$ cat src/rtl/rtc_pkg.sv
package rtc_pkg;

   // control byte bit positions
   localparam int unsigned CTL_RUN_BIT = 7;
   localparam int unsigned CTL_ARM_BIT = 1;
   // status byte bit position
   localparam int unsigned STS_HIT_BIT = 0;

   // fixed register offsets ahead of the byte banks
   localparam int unsigned OFS_CTL = 0;
   localparam int unsigned OFS_STS = 1;

   typedef struct packed {
      logic run;
      logic arm;
   } rtc_ctl_t;

endpackage

$ cat src/rtl/rtc_sec_counter.sv
module rtc_sec_counter #(
   parameter int unsigned CNT_W = 32
) (
   input  logic             clk,
   input  logic             rst_n,
   input  logic             tick,
   input  logic             run,
   input  logic             load,
   input  logic [CNT_W-1:0] load_val,
   output logic [CNT_W-1:0] cnt_q,
   output logic             step,
   output logic [CNT_W-1:0] cnt_inc
);

   // a load always wins over an increment in the same cycle
   assign step    = tick && run && !load;
   assign cnt_inc = cnt_q + CNT_W'(1);

   always_ff @(posedge clk or negedge rst_n) begin
      if (!rst_n) begin
         cnt_q <= '0;
      end else if (load) begin
         cnt_q <= load_val;
      end else if (step) begin
         cnt_q <= cnt_inc;
      end
   end

endmodule

$ cat src/rtl/rtc_alarm_unit.sv
module rtc_alarm_unit #(
   parameter int unsigned CNT_W = 32
) (
   input  logic             clk,
   input  logic             rst_n,
   input  logic             step,
   input  logic [CNT_W-1:0] cnt_inc,
   input  logic [CNT_W-1:0] cmp_val,
   input  logic             arm,
   input  logic             hit_clr,
   output logic             hit_q,
   output logic             irq
);

   logic fire;

   assign fire = step && arm && (cnt_inc == cmp_val);

   // a new hit outranks a software clear in the same cycle
   always_ff @(posedge clk or negedge rst_n) begin
      if (!rst_n) begin
         hit_q <= 1'b0;
      end else if (fire) begin
         hit_q <= 1'b1;
      end else if (hit_clr) begin
         hit_q <= 1'b0;
      end
   end

   assign irq = hit_q && arm;

endmodule

$ cat src/rtl/rtc_regfile.sv
module rtc_regfile
   import rtc_pkg::*;
#(
   parameter int unsigned BYTE_W  = 8,
   parameter int unsigned N_BYTES = 4,
   parameter int unsigned ADDR_W  = 4,
   parameter int unsigned WR_BASE = 2,
   parameter int unsigned RD_BASE = 6,
   parameter int unsigned AL_BASE = 10,
   localparam int unsigned CNT_W  = BYTE_W * N_BYTES
) (
   input  logic              clk,
   input  logic              rst_n,
   input  logic [ADDR_W-1:0] bus_addr,
   input  logic              bus_wr,
   input  logic [BYTE_W-1:0] bus_wdata,
   input  logic [CNT_W-1:0]  cnt_q,
   input  logic              hit_q,
   output rtc_ctl_t          ctl,
   output logic              load,
   output logic [CNT_W-1:0]  load_val,
   output logic [CNT_W-1:0]  cmp_val,
   output logic              hit_clr,
   output logic [BYTE_W-1:0] bus_rdata
);

   logic [N_BYTES-1:0] stg_hit;
   logic [N_BYTES-1:0] alw_hit;
   logic [BYTE_W-1:0]  stg_byte [N_BYTES];
   logic [BYTE_W-1:0]  cmp_byte [N_BYTES];
   logic               ctl_wr;

   assign ctl_wr  = bus_wr && (bus_addr == ADDR_W'(OFS_CTL));
   assign hit_clr = bus_wr && (bus_addr == ADDR_W'(OFS_STS)) && !bus_wdata[STS_HIT_BIT];
   assign load    = stg_hit[0];

   always_ff @(posedge clk or negedge rst_n) begin
      if (!rst_n) begin
         ctl <= '0;
      end else if (ctl_wr) begin
         ctl.run <= bus_wdata[CTL_RUN_BIT];
         ctl.arm <= bus_wdata[CTL_ARM_BIT];
      end
   end

   for (genvar g = 0; g < N_BYTES; g++) begin : g_lane
      assign stg_hit[g] = bus_wr && (bus_addr == ADDR_W'(WR_BASE + g));
      assign alw_hit[g] = bus_wr && (bus_addr == ADDR_W'(AL_BASE + g));

      if (g == 0) begin : g_commit_lane
         // the low byte is never stored: its write is the commit
         assign stg_byte[g] = bus_wdata;
      end else begin : g_staged_lane
         logic [BYTE_W-1:0] stg_q;
         always_ff @(posedge clk or negedge rst_n) begin
            if (!rst_n) begin
               stg_q <= '0;
            end else if (stg_hit[g]) begin
               stg_q <= bus_wdata;
            end
         end
         assign stg_byte[g] = stg_q;
      end

      logic [BYTE_W-1:0] cmp_q;
      always_ff @(posedge clk or negedge rst_n) begin
         if (!rst_n) begin
            cmp_q <= '0;
         end else if (alw_hit[g]) begin
            cmp_q <= bus_wdata;
         end
      end
      assign cmp_byte[g] = cmp_q;

      assign load_val[g*BYTE_W +: BYTE_W] = stg_byte[g];
      assign cmp_val[g*BYTE_W +: BYTE_W]  = cmp_byte[g];
   end

   always_comb begin
      bus_rdata = '0;
      if (bus_addr == ADDR_W'(OFS_CTL)) begin
         bus_rdata[CTL_RUN_BIT] = ctl.run;
         bus_rdata[CTL_ARM_BIT] = ctl.arm;
      end
      if (bus_addr == ADDR_W'(OFS_STS)) begin
         bus_rdata[STS_HIT_BIT] = hit_q;
      end
      for (int i = 0; i < int'(N_BYTES); i++) begin
         if (bus_addr == ADDR_W'(RD_BASE + i)) begin
            bus_rdata = cnt_q[i*BYTE_W +: BYTE_W];
         end
         if (bus_addr == ADDR_W'(AL_BASE + i)) begin
            bus_rdata = cmp_byte[i];
         end
      end
   end

endmodule

$ cat src/rtl/sec_rtc_top.sv
module sec_rtc_top
   import rtc_pkg::*;
#(
   parameter int unsigned BYTE_W  = 8,
   parameter int unsigned N_BYTES = 4,
   parameter int unsigned ADDR_W  = 4,
   localparam int unsigned CNT_W   = BYTE_W * N_BYTES,
   localparam int unsigned WR_BASE = OFS_STS + 1,
   localparam int unsigned RD_BASE = WR_BASE + N_BYTES,
   localparam int unsigned AL_BASE = RD_BASE + N_BYTES
) (
   input  logic              clk,
   input  logic              rst_n,
   input  logic              tick_1hz,
   input  logic [ADDR_W-1:0] bus_addr,
   input  logic              bus_wr,
   input  logic [BYTE_W-1:0] bus_wdata,
   output logic [BYTE_W-1:0] bus_rdata,
   output logic              alarm_irq
);

   if (BYTE_W < 8) begin : g_bad_byte_w
      $error("sec_rtc_top: BYTE_W must hold control bit 7");
   end
   if (N_BYTES < 1) begin : g_bad_n_bytes
      $error("sec_rtc_top: N_BYTES must be at least 1");
   end
   if (AL_BASE + N_BYTES > (1 << ADDR_W)) begin : g_bad_addr_w
      $error("sec_rtc_top: ADDR_W too narrow for the register banks");
   end

   rtc_ctl_t         ctl;
   logic             run;
   logic             arm;
   logic             load;
   logic [CNT_W-1:0] load_val;
   logic [CNT_W-1:0] cmp_val;
   logic [CNT_W-1:0] cnt_q;
   logic [CNT_W-1:0] cnt_inc;
   logic             step;
   logic             hit_q;
   logic             hit_clr;

   assign run = ctl.run;
   assign arm = ctl.arm;

   rtc_regfile #(
      .BYTE_W (BYTE_W),
      .N_BYTES(N_BYTES),
      .ADDR_W (ADDR_W),
      .WR_BASE(WR_BASE),
      .RD_BASE(RD_BASE),
      .AL_BASE(AL_BASE)
   ) u_regs (
      .clk      (clk),
      .rst_n    (rst_n),
      .bus_addr (bus_addr),
      .bus_wr   (bus_wr),
      .bus_wdata(bus_wdata),
      .cnt_q    (cnt_q),
      .hit_q    (hit_q),
      .ctl      (ctl),
      .load     (load),
      .load_val (load_val),
      .cmp_val  (cmp_val),
      .hit_clr  (hit_clr),
      .bus_rdata(bus_rdata)
   );

   rtc_sec_counter #(
      .CNT_W(CNT_W)
   ) u_cnt (
      .clk     (clk),
      .rst_n   (rst_n),
      .tick    (tick_1hz),
      .run     (run),
      .load    (load),
      .load_val(load_val),
      .cnt_q   (cnt_q),
      .step    (step),
      .cnt_inc (cnt_inc)
   );

   rtc_alarm_unit #(
      .CNT_W(CNT_W)
   ) u_alm (
      .clk    (clk),
      .rst_n  (rst_n),
      .step   (step),
      .cnt_inc(cnt_inc),
      .cmp_val(cmp_val),
      .arm    (arm),
      .hit_clr(hit_clr),
      .hit_q  (hit_q),
      .irq    (alarm_irq)
   );

endmodule

$ cat config.mk
export PLATFORM = sky130hd
export DESIGN_NAME = sec_rtc_top
export DESIGN_NICKNAME = d
export VERILOG_FILES = /design/src/rtl/rtc_pkg.sv /design/src/rtl/rtc_sec_counter.sv /design/src/rtl/rtc_alarm_unit.sv /design/src/rtl/rtc_regfile.sv /design/src/rtl/sec_rtc_top.sv
export SDC_FILE = /design/constraint.sdc
export NUM_CORES = 1
export LEC_CHECK = 0
export BUFFER_PORTS_ARGS = -buffer_cell sky130_fd_sc_hd__buf_2
export CAP_MARGIN = 20
export CORE_AREA = 5 5 137 100
export DETAILED_ROUTE_END_ITERATION = 7
export DIE_AREA = 0 0 142 105
export PLACE_DENSITY = 0.65
export SYNTH_ARGS = -nofsm -noshare
export SYNTH_HDL_FRONTEND = slang
export SYNTH_HIERARCHICAL = 1
export SYNTH_SLANG_ARGS = --single-unit
$ cat constraint.sdc
create_clock -name clk -period 4.5 [get_ports clk]
set_input_delay 0.45 -clock clk [delete_from_list [all_inputs] [get_ports clk]]
set_output_delay 0.45 -clock clk [all_outputs]
set_load 0.1 [all_outputs]
==> impl_metrics.py <==
metrics = {
    "cells_and_area": {
        "n_fill_cell": 1140,
        "final_util_pct": 51.5,
        "n_antenna_cell": 0,
        "syn_to_final_growth_pct": 6.47,
        "drive_gt1_share_pct": 21.3,
        "fin_nets": 608,
    },
    "global_routing": {
        "grt_pass1_wl_mm": 27.0,
        "grt_antenna_before_repair": 0,
        "grt_util_all_layers_pct": 23.8,
        "grt_max_degree": 65,
        "grt_pass1_vias": 4427,
        "grt-ovfl-total": 0,
    },
    "logic_synthesis": {
        "synth_nets": 618,
        "syn-instance-count": 601,
        "synth-seq-cells": 91,
        "synth_edf_count": 0,
        "syn_area_um2": 5880,
        "yosys.cell_types.count": 60,
        "avgSynthCellArea_um2": 9.79,
        "yosysSeqAreaShare_pct": 38.7,
        "ys_warn_count": 6,
        "synthFlopType": "dfrtp_1",
        "async_flop_share_pct": 100,
    },
    "clock_network": {
        "clkLatencyLatePin_ns": 0.35,
        "htreeDepth": 3,
        "clock_path_buffers": 2,
        "cts.clk_slew.worst_paths_ns": 0.07,
        "cts-hold-fix-buffers": 0,
        "cts_buffers": 9,
        "cts-resized-gates": 0,
        "cts.sinks": 91,
        "cts_root_buf": "clkbuf_16",
        "cts_setup_buffers": 0,
        "tritoncts": "built",
    },
    "floorplan": {
        "rows": 34,
        "initial_core_util_pct": 48.4,
        "die_w_um": 142,
        "io_pins": 25,
        "coreArea_um2": 12200,
        "die_y_um": 105,
        "dieArea_um2": 14900,
    },
    "setup_path": {
        "crit_slowest_cell": "dfrtp_1",
        "cp.arrival_ns": 3.74,
        "critical_path_class": "reg -> reg",
        "end_kind": "register",
        "critical-path-max-stage-delay_ns": 0.60,
        "crit_fanout": 7,
        "critPathRequiredTime_ns": 4.77,
        "path_cells": "nand4_4, or2_2, nor4_4, nand2_1, xnor2_1, xor2_1, nor4_1, nand4_1, or4_1, o22ai_2",
        "cp-start-kind": "register",
    },
    "drt": {
        "remaining_drc_errors": 0,
        "drtIter0Drc": 598,
        "dr.pass1.iters": 5,
        "final_antenna_net_count": 0,
        "wirelength_mm": 17.4,
        "viasPerCell": 6.05,
        "post_drt_wl_per_cell_um": 22.9,
        "dr_total_vias": 4586,
    },
    "timing": {
        "tightestPinTransition_ns": 0.898,
        "setup_tns_ns": 0,
        "slew_headroom_pct": 40.1,
        "final-setup-viol-count": 0,
        "rsz0062_at_grt": "no",
        "fmax_mhz": 288,
        "clock-skew-final_ns": 0.00626,
        "finalMaxSlewViolations": 0,
        "hold_viol_final": 0,
        "finalCriticalPeriod_ns": 3.47,
        "fin_crit_sh_pct": 77.2,
    },
    "place": {
        "dp_hpwl_mm": 12.4,
        "io_buffers": 24,
        "gp_congestion": 0.964,
    },
    "hold_path": {
        "hold_class": "in -> async",
    },
    "power": {
        "total_power_uw": 2940,
        "pwr_density_cell_nw_per_um2": 469,
        "p_leak_uw": 0.00252,
        "ir_drop_v": 0.000228,
    },
    "run": {
        "maxCapViolCount": 0,
    },
    "outcome": {
        "outcome": "completed",
    },
}
==> cells in the final DEF (no fill, tap or decap), drive strengths merged, types with 6 or more instances in the layout <==
| cell type | netlist | final |
|---|---|---|
| mux2i | 10 | 10 |
| dfrtp | 91 | 91 |
| nor4 | 11 | 11 |
| nand3 | 32 | 32 |
| nor2 | 31 | 31 |
| a21oi | 10 | 10 |
| mux2 | 58 | 58 |
| nand2 | 68 | 68 |
| nor2b | 8 | 8 |
| o21ai | 45 | 45 |
| and3 | 6 | 6 |
| xnor2 | 42 | 42 |
| buf | 30 | 26 |
| inv | 8 | 13 |
| nor3 | 9 | 9 |
| xor2 | 50 | 50 |
| nand4 | 20 | 20 |
| clkbuf | 17 | 10 |
==> power breakdown <==
group | switching, uW | total (uW) | internal [uW]
Clock | 362 | 768 | 407
Sequential | 343 | 1360 | 1020
Combinational | 447 | 806 | 359
Total | 1150 | 2940 | 1780
==> cells in the mapped netlist, types with 4 or more instances <==
master / n / share of area, %
dfrtp_1: 91 / 39
nor4_1: 6 / 0.64
mux2_2: 58 / 11
nor2b_1: 8 / 0.85
nand3_1: 29 / 2.5
nand2_1: 65 / 4.1
nor2_1: 29 / 1.9
xor2_1: 50 / 7.4
xnor2_1: 42 / 6.3
and2_1: 5 / 0.53
and4_1: 5 / 0.74
buf_4: 17 / 2.2
o21ai_0: 44 / 3.7
mux2i_1: 10 / 1.7
a31oi_1: 4 / 0.43
nor4_4: 4 / 1.4
nor3_1: 8 / 0.68
clkbuf_1: 14 / 0.89
a22oi_1: 4 / 0.51
and3_1: 6 / 0.64
a21oi_1: 10 / 0.85
buf_2: 12 / 1.0
nand4_1: 17 / 1.8
inv_1: 8 / 0.51
==> cells by family after synthesis <==
| kind of cell | count (synthesis) | share of synthesized area (%) |
|---|---|---|
| and+or+nand+nor | 212 | 20.7 |
| xor gates and xnor gates | 92 | 13.7 |
| DFF | 91 | 38.7 |
| AOI/OAI and AO/OA | 80 | 8.10 |
| muxes | 70 | 13.6 |
| buffers and inverters | 55 | 5.04 |
| adders and majority gates | 1 | 0.213 |
==> per-stage QoR <==
| step | area [um^2] | setup WS [ns] | hold WS (ns) | instances |
|---|---|---|---|---|
| floorplan | 5880 | 0.678 | 0.154 | 601 |
| global placement | 5960 | 1.16 | 0.457 | 742 |
| detailed placement | 5960 | 1.11 | 0.465 | 742 |
| CTS | 6260 | 1.08 | 0.161 | 758 |
| global route | 6260 | 0.881 | 0.182 | 758 |
| finish | 6260 | 1.03 | 0.144 | 758 |
==> sequential cells by signal, indices dropped and copies added, names as in the netlist <==
register / cells
u_regs/ctl: 2
u_alm/hit_q: 1
u_regs/g_lane.cmp_q: 32
u_cnt/cnt_q: 32
u_regs/g_lane.g_staged_lane.stg_q: 24
==> critical path: cells and delay by family (launching register included) <==
family | cells | cell delay, ns
compound gates | 1 | 0.11
xor+xnor | 2 | 0.35
flops | 1 | 0.60
simple gates | 7 | 2.31
==> path summary, 6_finish.rpt <==
path,startpoint,endpoint,slack (ns),cells after the start
max in group asynchronous,rst_n,u_regs/g_lane[2].g_staged_lane.stg_q[7],3.36,2
min reg2reg,u_regs/g_lane[1].g_staged_lane.stg_q[2],u_cnt/cnt_q[10],0.48,2
min,rst_n,u_regs/g_lane[1].cmp_q[2],0.14,1
min in group clk,u_regs/g_lane[1].g_staged_lane.stg_q[2],u_cnt/cnt_q[10],0.48,2
max reg2reg,u_cnt/cnt_q[8],u_alm/hit_q,1.03,10
max,u_cnt/cnt_q[8],u_alm/hit_q,1.03,10
==> metal layers <==
metal  part of all wire [%]  global-route usage [%]  vias to the layer above
met1                     49                    38.7                     2259
met4                   0.97                    4.18                        0
li1                       -                       -                     2077
met3                    9.5                    5.89                       20
met5                      0                       0                        -
met2                     40                    31.4                      230
==> final cells by class <==
type / instances / area, um^2 / area share (%)
multi-input combinational: 455 / 3320 / 53.0
sequential: 91 / 2280 / 36.4
clock buffer: 10 / 239 / 3.82
tap: 162 / 203 / 3.24
timing repair buffer: 26 / 138 / 2.20
clock inverter: 6 / 60.1 / 0.959
inverter: 8 / 30.0 / 0.479
No activity file was read; power rests on OpenSTA's default activity.
